[config.mk]
export PLATFORM = sky130hd
export DESIGN_NAME = lbx_xfer_engine
export DESIGN_NICKNAME = d
export VERILOG_FILES = /design/src/rtl/lbx_pkg.sv /design/src/rtl/lbx_sync.sv /design/src/rtl/lbx_ctrl.sv /design/src/rtl/lbx_counters.sv /design/src/rtl/lbx_lanes.sv /design/src/rtl/lbx_xfer_engine.sv
export SDC_FILE = /design/constraint.sdc
export NUM_CORES = 1
export LEC_CHECK = 0
export CORE_UTILIZATION = 35
export DETAILED_ROUTE_END_ITERATION = 10
export DONT_BUFFER_PORTS = 1
export PLACE_DENSITY = 0.56
export RECOVER_POWER = 50
export SKIP_CTS_REPAIR_TIMING = 1
export SLEW_MARGIN = 30
export SYNTH_ARGS = -nofsm -noshare
export SYNTH_HDL_FRONTEND = slang
export SYNTH_SLANG_ARGS = --single-unit
[constraint.sdc]
create_clock -name clk -period 7.55 [get_ports clk]
set_clock_uncertainty 0.1 [all_clocks]
set_input_delay 1.51 -clock clk [delete_from_list [all_inputs] [get_ports clk]]
set_output_delay 1.51 -clock clk [all_outputs]
set_load 0.03 [all_outputs]
[src/rtl/lbx_pkg.sv]
package lbx_pkg;
  typedef enum logic [1:0] {
    ST_IDLE = 2'd0,
    ST_RUN  = 2'd1,
    ST_WAIT = 2'd2
  } lbx_state_e;

  localparam int unsigned LBX_LANES     = 4;
  localparam int unsigned LBX_LOC_BYTES = 2;
endpackage

[src/rtl/lbx_sync.sv]
// Multi-stage flop chain with selectable reset value; used for the
// interrupt input and for synchronous release of the reset.
module lbx_sync #(
  parameter int   STAGES  = 2,
  parameter logic RST_VAL = 1'b1
) (
  input  logic clk,
  input  logic rst_n,
  input  logic d,
  output logic q
);
  logic [STAGES-1:0] chain_q;
  logic [STAGES-1:0] chain_d;

  generate
    if (STAGES == 1) begin : g_one
      assign chain_d = d;
    end else begin : g_many
      assign chain_d = {chain_q[STAGES-2:0], d};
    end
  endgenerate

  always_ff @(posedge clk or negedge rst_n) begin
    if (!rst_n) chain_q <= {STAGES{RST_VAL}};
    else        chain_q <= chain_d;
  end

  assign q = chain_q[STAGES-1];
endmodule

[src/rtl/lbx_ctrl.sv]
module lbx_ctrl
  import lbx_pkg::*;
(
  input  logic       clk,
  input  logic       rst_n,
  input  logic       start,
  input  logic       len_nz,
  input  logic       irq_en,
  input  logic       resume,
  input  logic       irq_n_s,
  input  logic       last_beat,
  output lbx_state_e state,
  output logic       beat,
  output logic       load,
  output logic       done
);
  lbx_state_e state_d;
  logic       fin_d;
  logic       halt_abort;
  logic       halt_pause;

  assign halt_abort = irq_en && !resume && !irq_n_s;
  assign halt_pause = irq_en &&  resume && !irq_n_s;

  always_comb begin
    state_d = state;
    fin_d   = 1'b0;
    beat    = 1'b0;
    load    = 1'b0;
    case (state)
      ST_IDLE: begin
        if (start && len_nz) begin
          load    = 1'b1;
          state_d = ST_RUN;
        end
      end
      ST_RUN: begin
        if (halt_abort) begin
          state_d = ST_IDLE;
          fin_d   = 1'b1;
        end else if (halt_pause) begin
          state_d = ST_WAIT;
        end else begin
          beat = 1'b1;
          if (last_beat) begin
            state_d = ST_IDLE;
            fin_d   = 1'b1;
          end
        end
      end
      ST_WAIT: begin
        if (halt_abort) begin
          state_d = ST_IDLE;
          fin_d   = 1'b1;
        end else if (!halt_pause) begin
          state_d = ST_RUN;
        end
      end
      default: state_d = ST_IDLE;
    endcase
  end

  always_ff @(posedge clk or negedge rst_n) begin
    if (!rst_n) begin
      state <= ST_IDLE;
      done  <= 1'b0;
    end else begin
      state <= state_d;
      done  <= fin_d;
    end
  end


  abort_stop_chk: assert property (@(posedge clk) disable iff (!rst_n)
    (state == ST_RUN && irq_en && !resume && !irq_n_s) |=> (state == ST_IDLE && done));


  done_once_chk: assert property (@(posedge clk) disable iff (!rst_n)
    done |=> !done);


  zero_len_chk: assert property (@(posedge clk) disable iff (!rst_n)
    (state == ST_IDLE && start && !len_nz) |=> (state == ST_IDLE));
endmodule

[src/rtl/lbx_counters.sv]
module lbx_counters #(
  parameter int IAW  = 32,
  parameter int LAW  = 16,
  parameter int LENW = 16
) (
  input  logic            clk,
  input  logic            rst_n,
  input  logic            load,
  input  logic            beat,
  input  logic            wide_i,
  input  logic            rd_i,
  input  logic [IAW-1:0]  ia_i,
  input  logic [LAW-1:0]  la_i,
  input  logic [LENW-1:0] len_i,
  output logic [IAW-1:0]  ia,
  output logic [LAW-1:0]  la,
  output logic [LENW-1:0] rem,
  output logic            two,
  output logic            last,
  output logic            rd,
  output logic            aligned
);
  logic            wide;
  logic [1:0]      step;
  logic            aligned_d;
  logic [2:0]      low_sum;
  logic [IAW-1:0]  ia_d;
  logic [LAW-1:0]  la_d;
  logic [LENW-1:0] rem_d;

  assign two  = wide && (rem >= LENW'(2)) && (ia[1:0] != 2'b11);
  assign step = two ? 2'd2 : 2'd1;
  assign last = (rem == LENW'(step));

  assign low_sum   = {1'b0, la_i[1:0]} + {1'b0, len_i[1:0]};
  assign aligned_d = (la_i[1:0] == 2'b00) || (low_sum == 3'd4);

  always_comb begin
    ia_d  = ia;
    la_d  = la;
    rem_d = rem;
    if (load) begin
      ia_d  = ia_i;
      la_d  = la_i;
      rem_d = len_i;
    end else if (beat) begin
      ia_d  = ia  + IAW'(step);
      la_d  = la  + LAW'(step);
      rem_d = rem - LENW'(step);
    end
  end

  always_ff @(posedge clk or negedge rst_n) begin
    if (!rst_n) begin
      ia      <= '0;
      la      <= '0;
      rem     <= '0;
      wide    <= 1'b0;
      rd      <= 1'b0;
      aligned <= 1'b1;
    end else begin
      ia  <= ia_d;
      la  <= la_d;
      rem <= rem_d;
      if (load) begin
        wide    <= wide_i;
        rd      <= rd_i;
        aligned <= aligned_d;
      end
    end
  end


  rem_down_chk: assert property (@(posedge clk) disable iff (!rst_n)
    !load |=> (rem <= $past(rem)));
endmodule

[src/rtl/lbx_lanes.sv]
// Places beat bytes on internal lanes and picks them for the local bus.
module lbx_lanes
  import lbx_pkg::*;
(
  input  logic [1:0]  off,
  input  logic        two,
  input  logic [15:0] lb_in,
  input  logic [31:0] mem_in,
  output logic [3:0]  be,
  output logic [31:0] wdata,
  output logic [15:0] lb_out
);
  logic [1:0] off_hi;
  assign off_hi = off + 2'd1;

  always_comb begin
    be     = '0;
    wdata  = '0;
    lb_out = '0;
    for (int k = 0; k < int'(LBX_LANES); k++) begin
      if (off == 2'(k)) begin
        be[k]          = 1'b1;
        wdata[8*k +: 8] = lb_in[7:0];
        lb_out[7:0]    = mem_in[8*k +: 8];
      end
      if (two && (k != 0) && (off_hi == 2'(k))) begin
        be[k]          = 1'b1;
        wdata[8*k +: 8] = lb_in[15:8];
        lb_out[15:8]   = mem_in[8*k +: 8];
      end
    end
  end
endmodule

[src/rtl/lbx_xfer_engine.sv]
module lbx_xfer_engine
  import lbx_pkg::*;
#(
  parameter int IAW         = 32,
  parameter int LAW         = 16,
  parameter int LENW        = 16,
  parameter int SYNC_STAGES = 2
) (
  input  logic            clk,
  input  logic            rst_n,
  input  logic            cfg_irq_en,
  input  logic            cfg_resume,
  input  logic            cfg_wide,
  input  logic            cfg_rd,
  input  logic            start,
  input  logic [IAW-1:0]  start_int_addr,
  input  logic [LAW-1:0]  start_loc_addr,
  input  logic [LENW-1:0] start_len,
  input  logic            ext_irq_n,
  output logic            active,
  output logic            done,
  output logic [LAW-1:0]  lb_addr,
  output logic            lb_strobe,
  output logic            lb_two,
  output logic [15:0]     lb_ad_o,
  output logic            lb_ad_oe,
  input  logic [15:0]     lb_ad_i,
  output logic [IAW-3:0]  mem_addr,
  output logic [3:0]      mem_be,
  output logic            mem_we,
  output logic [31:0]     mem_wdata,
  input  logic [31:0]     int_rdata,
  output logic [IAW-1:0]  rb_int_addr,
  output logic [LAW-1:0]  rb_loc_addr,
  output logic [LENW-1:0] rb_len
);
  localparam logic [IAW-1:0]  DW_STEP_A = IAW'(LBX_LANES);
  localparam logic [LENW-1:0] DW_STEP_L = LENW'(LBX_LANES);

  logic            rst_n_s;
  logic            irq_n_s;
  lbx_state_e      state;
  logic            beat;
  logic            load;
  logic            last;
  logic            two;
  logic            rd;
  logic            aligned;
  logic [IAW-1:0]  ia;
  logic [LAW-1:0]  la;
  logic [LENW-1:0] rem;
  logic [3:0]      be;
  logic [31:0]     wdata;
  logic [15:0]     lb_out;
  logic            adj;

  lbx_sync #(.STAGES(2), .RST_VAL(1'b0)) u_rsync (
    .clk(clk), .rst_n(rst_n), .d(1'b1), .q(rst_n_s)
  );

  lbx_sync #(.STAGES(SYNC_STAGES), .RST_VAL(1'b1)) u_isync (
    .clk(clk), .rst_n(rst_n_s), .d(ext_irq_n), .q(irq_n_s)
  );

  lbx_ctrl u_ctrl (
    .clk(clk), .rst_n(rst_n_s), .start(start), .len_nz(|start_len),
    .irq_en(cfg_irq_en), .resume(cfg_resume), .irq_n_s(irq_n_s),
    .last_beat(last), .state(state), .beat(beat), .load(load), .done(done)
  );

  lbx_counters #(.IAW(IAW), .LAW(LAW), .LENW(LENW)) u_cnt (
    .clk(clk), .rst_n(rst_n_s), .load(load), .beat(beat),
    .wide_i(cfg_wide), .rd_i(cfg_rd), .ia_i(start_int_addr),
    .la_i(start_loc_addr), .len_i(start_len), .ia(ia), .la(la),
    .rem(rem), .two(two), .last(last), .rd(rd), .aligned(aligned)
  );

  lbx_lanes u_lanes (
    .off(ia[1:0]), .two(two), .lb_in(lb_ad_i), .mem_in(int_rdata),
    .be(be), .wdata(wdata), .lb_out(lb_out)
  );

  assign active    = (state != ST_IDLE);
  assign lb_addr   = la;
  assign lb_strobe = beat;
  assign lb_two    = beat && two;
  assign mem_addr  = ia[IAW-1:2];
  assign mem_be    = beat ? be : 4'b0000;
  assign mem_we    = beat && rd;
  assign mem_wdata = (beat && rd) ? wdata : 32'h0;
  assign lb_ad_o   = (beat && !rd) ? lb_out : 16'h0;
  assign lb_ad_oe  = (state == ST_RUN) && !rd;

  assign adj         = !active && rd && !aligned;
  assign rb_int_addr = adj ? (ia + DW_STEP_A) : ia;
  assign rb_len      = adj ? ((rem > DW_STEP_L) ? (rem - DW_STEP_L) : '0) : rem;
  assign rb_loc_addr = la;


  beat_width_chk: assert property (@(posedge clk) disable iff (!rst_n_s)
    lb_strobe |-> ($countones(mem_be) == (lb_two ? 2 : 1)));


  wait_hold_chk: assert property (@(posedge clk) disable iff (!rst_n_s)
    (state == ST_WAIT) |=> ($stable(rb_loc_addr) && $stable(ia) && $stable(rem)));


  done_idle_chk: assert property (@(posedge clk) disable iff (!rst_n_s)
    done |-> !active);
endmodule

* Word-level counts from Yosys, hierarchy flattened
Index checks and enable logic that the tools add are counted.
Word-level totals: bits in registers 74, output and inout bits 168, logic and storage cells 113, input bits 120
Operators by class: add/subtract/negate cells 7, equal/unequal tests 14, mux-type cells 51, reduce and logical (&&, ||, !) cells 29, magnitude comparators 2
Operators by type and width (number):
- $mux 32 | 4
- $mux 16 | 7
- $mux 8 | 14
- $add 32x2->32 | 1
- $add 32x3->32 const B | 1
- $add 16x2->16 | 1
- $eq 16x2->1 | 1
- $ge 16x2->1 const B | 1
- $gt 16x3->1 const B | 1
- $logic_and 1x1->1 | 16
- $mux 1 | 16
- $reduce_or 16->1 | 1
- $sub 16x2->16 | 1
- $sub 16x3->16 const B | 1
- $mux 2 | 7
- $eq 2x2->1 const B | 5
- $eq 2x1->1 const B | 3
- $logic_not 2->1 | 3
- $pmux 2 s3 | 1
- $logic_not 1->1 | 5
- $mux 4 | 1
- $ne 4x2->1 const B | 1
- $reduce_bool 2->1 | 2
- $add 2x2->3 | 1
- other kinds (8) | 8

* Depth between registers and ports, before layout
Gate-level depths: netlist of the first run.
depth in word-level cells 9, mapped depth 15, depth with buffers taken out 14

* Modules after synthesis
From an unflattened synthesis of the first run, not the netlist that was laid out.
Second synthesis, totals: cell total of the unflattened synthesis 805, area, all modules 6563.8 sq um
By module, submodules not included:
- lbx_counters | times used 1, cells an instance 427, area each 3788.6 sq um
- lbx_xfer_engine | times used 1, cells an instance 244, area each 1577.8 sq um
- lbx_lanes | times used 1, cells an instance 103, area each 824.5 sq um
- lbx_ctrl | times used 1, cells an instance 27, area each 270.3 sq um
- lbx_sync at u_isync | times used 1, cells an instance 2, area each 52.6 sq um
- lbx_sync at u_rsync | times used 1, cells an instance 2, area each 50.0 sq um

* Least setup slack after synthesis of the first run
Ideal clock, no wire load.
path type flip-flop to output port, start register u_cnt.rem[2], end output rb_len[10], buffers on the path 2, arrival 2.875 ns, cell stages (with the launch flop) 10, setup slack 3.065 ns, cells stage by stage dfrtp_1 inv_1 ha_1 or3b_1 clkbuf_1 or2_2 clkbuf_1 nor2_1 nand3_1 o41ai_1
On the way: cells in the longest elaborated chain, start to end 3, elaborated cells between the ends (all ways) 4, classes of those cells 1 x add/sub; 1 x order compare; 2 x mux
RTL lines:
- from (decl) | RTL line lbx_counters.sv:17 | output logic [LENW-1:0] rem,
- from (signal assigned) | RTL line lbx_counters.sv:64 | rem <= rem_d;
- $sub 16x3->16 or $gt 16x3->1 (tied branches) | RTL line lbx_xfer_engine.sv:96 | assign rb_len = adj ? ((rem > DW_STEP_L) ? (rem - DW_STEP_L) : '0) : rem;
- $mux 16 * (2 in series) | RTL line lbx_xfer_engine.sv:96
- to (decl) | RTL line lbx_xfer_engine.sv:35 | output logic [LENW-1:0] rb_len
Every way passes the cells marked *; elsewhere a longest branch is shown, timed or not.

* Final worst setup path of the first run
start input start_len[1], end register u_cnt.rem[0]
On the way: cells in the longest elaborated chain, start to end 5, elaborated cells between the ends (all ways) 6, classes of those cells 3 x mux; 3 x reduce/logical
RTL lines:
- from (decl) | RTL line lbx_xfer_engine.sv:18 | input logic [LENW-1:0] start_len,
- $reduce_or 16->1 * | RTL line lbx_xfer_engine.sv:66 | .clk(clk), .rst_n(rst_n_s), .start(start), .len_nz(|start_len),
- $logic_and 1x1->1 * | RTL line lbx_ctrl.sv:32 | if (start && len_nz) begin
- $mux 1 * | RTL line lbx_ctrl.sv:32
- $mux 1 * | RTL line lbx_ctrl.sv:30 | case (state)
- $mux 16 or $reduce_bool 2->1 (tied branches)
Marks and branches as above. A chain may end at the register's enable or synchronous reset.

==> out/metrics.cfg, run 1 <==
[floorplan]
die_w_um = 135.0
initial_core_util = 0.3577
die_area_um2 = 18210
io_pins = 288
row_count = 48
coreArea_um2 = 17300
fp.dieH_um = 135.0

[grt]
grtUsageTotal = 0.2123
grt_antenna_before_repair = 0
grt_pass1_vias = 5206
grt_max_degree = 85
grt_pass1_wl_mm = 29.34
overflow = 0

[cts]
cts-root-buf = clkbuf_16
cts_num_sinks = 74
htree_levels = 3
clk_pin_slew_ns = 0.06
clk_latency_ns = 0.34
tritoncts.num_buffers = 9
cts_tree = yes
clockBufferDepth = 2

[logic_synthesis]
synth_edf_count = 0
synth_area_leaders = dfrtp_1, nor2_1, xnor2_1
synth_commonest_cells = nor2_1, dfrtp_1, nand2_1, a21oi_1, xnor2_1
syn_area_per_cell_um2 = 7.983
synth_flop_cell = dfrtp_1
synth_top_area_share = 0.2872
synth-async-reset-ratio = 1.000
synth_seq_cells = 74
yosysMostFrequentCell = nor2_1
synth_cells = 775
syn_nets = 912
yosysSeqAreaShare = 0.2999
synth.distinct_cells = 64
synth_top_area_cell = dfrtp_1
netlist_area_um2 = 6187
yosys_warnings = 0

[timing]
worst_pin_slew_ns = 3.024
fin_crit_sh = 0.7938
maxSlewViolCount = 265
fmax_ghz = 0.1669
fin_crit_ns = 5.993
tns_ns = 0
rsz0062_at_grt = false
final.setup.worst_slack_ns = 1.557
slew-limit-headroom = -1.022
setup-violations-final = 0
hold_viol = 0

[power]
vdd_drop_max_mv = 0.2353
sw_frac_of_total = 0.5952
p_int_uw = 1417
power.switching_uw = 2084
power_frac_comb = 0.497
seqPwrFrac = 0.369
power_leakage_uw = 0.002459
p_per_area_nw_per_um2 = 537.6
clock_power_share = 0.134

[setup_path]
crit_path_end_kind = flop
critPathMaxFanout = 84
worst_setup_path_start_kind = input port
cp_data_arrival_time_ns = 6.12
worst_ep_required_time_ns = 7.67
path_class = input port to flop

[run_status]
status = finished, violations left
violations = capacitance limit, slew limit

[place]
routabilityCongestion = 0.8729
portBuffers = 0
place_ws_ns = 1.667
post-dp-hpwl_mm = 15.23
placedCellCount = 943

[finish]
fillers = 1835
stdcell_count = 959
antenna_cells = 0
final_layout_size_suffix_gt1_frac = 0.06676
fin_nets = 866
area_delta_synth_final_pct = 5.278

[detailed_routing]
drtAntennaViolNets = 0
vias = 5611
drc = 0
drt-initial-drc-count = 285
wire_per_inst_um = 21.02
viasPerCell = 5.851
finalWirelength_mm = 20.16
drt-pass1-iter-count = 4

[flow_run]
drv_cap = 7

[min_path]
worstHoldPathType = flop to flop

==> routing by layer <==
layer | global-route usage | part of all wire
met5 | 0 | 0
met4 | 0.1067 | 0.038
met3 | 0.04542 | 0.084
met2 | 0.3548 | 0.48
met1 | 0.2573 | 0.40
==> placed cells by master, fill, tap and decap left out, drive strengths merged, types with 3 or more instances in the layout <==
cell	instances
a21boi	5
a21oi	64
a31oi	4
a32oi	24
and2	11
and3	16
and4	3
buf	4
clkbuf	16
dfrtp	71
dfstp	3
fa	3
ha	14
inv	19
mux2	3
mux4	8
nand2	68
nand2b	3
nand3	22
nand3b	4
nand4	23
nand4b	4
nor2	138
nor2b	7
nor3	19
nor4	15
nor4b	3
o211a	8
o21ai	20
o41ai	3
or2	3
or3	3
xnor2	49
xor2	44
==> worst max-delay path, stage by stage <==
cell      delay (ns)
nor4_1          0.31
nand4_1         0.26
nand3_1         2.03
clkbuf_1        1.55
mux2_2          0.45
==> power groups by stage <==
stage | sequential [uW] | combinational, uW | clock, uW
floorplan | 1050 | 1650 | 0
global placement | 1300 | 1720 | 0
detailed placement | 1300 | 1740 | 0
CTS | 1290 | 1750 | 486
global route | 1330 | 1900 | 499
finish | 1290 | 1740 | 470
==> final timing paths <==
path | start | end | slack [ns] | cells past startpoint
max | start_len[1] | u_cnt.rem[0] | 1.56 | 5
min | u_rsync.chain_q[0] | u_rsync.chain_q[1] | 0.26 | 0
max reg2reg | u_cnt.rem[2] | u_cnt.la[10] | 2.21 | 13
min reg2reg | u_rsync.chain_q[0] | u_rsync.chain_q[1] | 0.26 | 0
max in group asynchronous | u_rsync.chain_q[1] | u_cnt.la[13] | 4.20 | 1
min in group asynchronous | u_rsync.chain_q[1] | u_cnt.ia[25] | 0.57 | 0
==> through the flow <==
| step | utilization | area, um^2 | power (uW) | hold WS [ns] |
|---|---|---|---|---|
| floorplan | - | 6187 | 2702 | 0.2312 |
| CTS | 0.3797 | 6568 | 3522 | 0.2538 |
| finish | 0.3766 | 6514 | 3501 | 0.2558 |
| global placement | 0.3597 | 6221 | 3022 | 0.2345 |
| global route | 0.3766 | 6514 | 3732 | 0.2658 |
| detailed placement | 0.3612 | 6247 | 3038 | 0.2428 |
==> final cells by class <==
class | instances | area, um^2 | share of cell area
clock inverter | 5 | 77.57 | 0.01191
tap | 225 | 281.5 | 0.04322
multi-input combinational | 616 | 3933 | 0.6037
clock buffer | 11 | 242.7 | 0.03726
sequential | 74 | 1856 | 0.2849
inverter | 19 | 71.32 | 0.01095
timing repair buffer | 9 | 52.55 | 0.008068
==> flip-flops by register name, summed over array words and instances, names as in the netlist, 2 cells and up <==
signal           count
u_ctrl.state         2
u_isync.chain_q      2
u_cnt.ia            32
u_cnt.rem           16
u_cnt.la            16
u_rsync.chain_q      2
==> cells by family (layout without fill, tap and decap cells) <==
kind of cell / after synthesis / in the layout / share of synthesized area
and+or+nand+nor: 352 / 352 / 0.2801
other: 1 / 1 / 0.0006061
xor gates and xnor gates: 93 / 93 / 0.1316
muxes: 11 / 11 / 0.03458
DFF: 74 / 74 / 0.2999
adders and majority gates: 17 / 17 / 0.03802
buffers and inverters: 85 / 44 / 0.06390
AOI/OAI and AO/OA: 142 / 142 / 0.1513
Power figures use the tool's default switching activity.
==> run 2, diff against run 1 <==
- ABC_AREA: unset -> 1
- PLACE_DENSITY: 0.56 -> 0.58
- clock period: 7.55 -> 5.5 ns (I/O delays scaled with it)
==> out/metrics.cfg, run 2 <==
[finish]
final_common_cell = nand2_1
largest_reg_flops = 32  ; unchanged
final_cell_mix = nand2_1, nor2_1, nand3_1, inv_1, dfrtp_1
antenna_cells = 0  ; unchanged
top_register = u_cnt.ia
final_layout_size_suffix_gt1_frac = 0.08681  ; +0.02005
stdcell_count = 1468  ; +53%
fin_nets = 1331  ; +54%
fillers = 2259  ; +23%
fin_area_um2 = 7926  ; +22%
fin_util = 0.3855  ; +0.008937
reg_top3 = u_cnt.ia (32), u_cnt.la (16), u_cnt.rem (16)
area_delta_synth_final_pct = 6.578

[cts]
htree_levels = 3  ; unchanged
cts-root-buf = clkbuf_16
clk_latency_ns = 0.35  ; about the same
clockBufferDepth = 2  ; unchanged
cts_tree = yes
cts_num_sinks = 74  ; unchanged
tritoncts.num_buffers = 9  ; unchanged
clk_pin_slew_ns = 0.06  ; about the same

[grt]
grt_max_degree = 52  ; -39%
grt_pass1_vias = 7320  ; +41%
overflow = 0  ; unchanged
grtUsageTotal = 0.2346  ; +0.02229
grt_antenna_before_repair = 0  ; unchanged
grt_pass1_wl_mm = 40.19  ; +37%

[setup_path]
cpPeakStageDelay_ns = 0.95  ; -1.08 ns
worst_ep_required_time_ns = 4.30  ; -3.37 ns
crit_slowest_cell = clkbuf_2
reg2regPathDepth = 7  ; -6
crit_path_end_kind = output port
cp_data_arrival_time_ns = 3.55  ; -2.57 ns
worstPathCellList = nand2_1, nand2_2, clkbuf_2, inv_1, o21a_1
path_class = input port to output port
regToRegStartpoint = u_ctrl.state[0]
worst_setup_path_start_kind = input port
critPathMaxFanout = 48  ; -43%
reg2reg_setup_slack_ns = 1.41  ; -0.80 ns
timing.rr.end = u_cnt.ia[16]

[logic_synthesis]
synthMuxAreaShare = 0  ; -0.03458
synth_area_leaders = dfrtp_1, nand2_1, nand3_1
synth.distinct_cells = 39  ; -39%
netlist_area_um2 = 7437  ; +20%
syn_area_per_cell_um2 = 6.121  ; -23%
synth_top_family_by_area = simple AND/OR/NAND/NOR gates
synth_xor_area_frac = 0.06359  ; -0.06805
synth_seq_cells = 74  ; unchanged
synth_flop_cell = dfrtp_1
synth_compound_area_frac = 0.06645  ; -0.08481
synth-async-reset-ratio = 1.000  ; unchanged
syn_nets = 1352  ; +48%
synth_edf_count = 0  ; unchanged
yosysMostFrequentCell = nand2_1
synthSimpleGateAreaFrac = 0.4695  ; +0.1895
yosysSeqAreaShare = 0.2495  ; -0.05040
synth_commonest_cells = nand2_1, nor2_1, nand3_1, inv_1, dfrtp_1
yosys_warnings = 0  ; unchanged
synth_top_area_cell = dfrtp_1
synth_cells = 1215  ; +57%
synth_adder_area_share = 0.03163  ; -0.006390
synth_top_area_share = 0.2389  ; -0.04826

[timing]
setup-violations-final = 0  ; unchanged
slew-limit-headroom = -0.4664  ; +0.5554
rsz0062_at_grt = false
fmax_ghz = 0.2105
fin_crit_ns = 4.751
tns_ns = 0  ; unchanged
hold_viol = 0  ; unchanged
maxSlewViolCount = 144  ; -46%
fin_crit_sh = 0.8638
worst_pin_slew_ns = 2.200  ; -0.8246 ns

[min_path]
worstHoldPathType = flop to flop
hold_end = u_rsync.chain_q[1]
worstHoldStart = u_rsync.chain_q[0]
whs_path_depth = 0  ; unchanged

[power]
p_per_area_nw_per_um2 = 649.4  ; +21%
design_power_total_uw = 5147  ; +47%
power_leakage_uw = 0.003807  ; +55%
vdd_drop_max_mv = 0.3932  ; +67%

[run_status]
status = finished, violations left
violations = capacitance limit, slew limit

[place]
post-dp-hpwl_mm = 19.62  ; +29%
dpl-instance-area_um2 = 7657  ; +23%
routabilityCongestion = 0.8852  ; +1.4%
placedCellCount = 1453  ; +54%
portBuffers = 0  ; unchanged

[floorplan]
die_area_um2 = 21840  ; +20%
initial_core_util = 0.3617  ; +0.004022
io_pins = 288  ; unchanged
coreArea_um2 = 20560  ; +19%
fp.dieH_um = 147.8  ; +9.5%
row_count = 52  ; +8.3%
die_w_um = 147.8  ; +9.5%

[detailed_routing]
drc = 0  ; unchanged
drt-initial-drc-count = 440  ; +54%
drtAntennaViolNets = 0  ; unchanged
viasPerCell = 5.359  ; -8.4%
finalWirelength_mm = 25.94  ; +29%
drt-pass1-iter-count = 7  ; +3
wire_per_inst_um = 17.67  ; -16%
vias = 7867  ; +40%

[flow_run]
drv_cap = 4  ; -3

run 2: layer usage:
metal / global-route usage / share of wire
met1: 0.3113 / 0.45
met2: 0.3816 / 0.46
met3: 0.05432 / 0.074
met4: 0.06134 / 0.016
met5: 0 / 0
run 2: worst max path at each step:
stage | start | to | slack [ns]
3_3_place_gp | u_cnt.ia[0] | lb_two | 1.40
4_1_cts | u_cnt.ia[0] | lb_two | 1.03
5_1_grt | start_len[10] | u_cnt.ia[16] | 0.43
2_1_floorplan | cfg_irq_en | mem_wdata[20] | 1.82
6_report | cfg_irq_en | mem_be[2] | 0.75
3_5_place_dp | cfg_irq_en | mem_wdata[25] | 1.40
run 2: per-stage QoR:
stage	hold WS [ns]	setup WS [ns]
2_1_floorplan	0.2312	1.821
5_1_grt	0.2574	0.4254
6_report	0.2515	0.7491
3_3_place_gp	0.2358	1.396
4_1_cts	0.2457	1.033
3_5_place_dp	0.2383	1.401
run 2: cell type report:
cell class	count	area, um^2	area share
multi-input cells	939	4688	0.5915
flip-flops and latches	74	1856	0.2341
inverters	143	538.0	0.06788
well taps	270	337.8	0.04262
clock buffers	10	229.0	0.02889
repair buffers	27	196.4	0.02478
clock inverters	5	81.33	0.01026
run 2: cells by family after synthesis:
group                      after synthesis
other                                    1
and+or+nand+nor                        777
DFF                                     74
buffers and inverters                  202
xor gates and xnor gates                54
AOI/OAI and AO/OA                       90
adders and majority gates               17
run 2: critical path: cells and delay by family:
kind | cells | cell delay [ns]
buf+inv | 2 | 1.84
compound gates | 1 | 0.45
simple gates | 2 | 0.14
run 2: report_power, final:
part	total (uW)	internal [uW]	switching, uW
Clock	653	396	258
Sequential	1750	778	975
Combinational	2740	710	2030
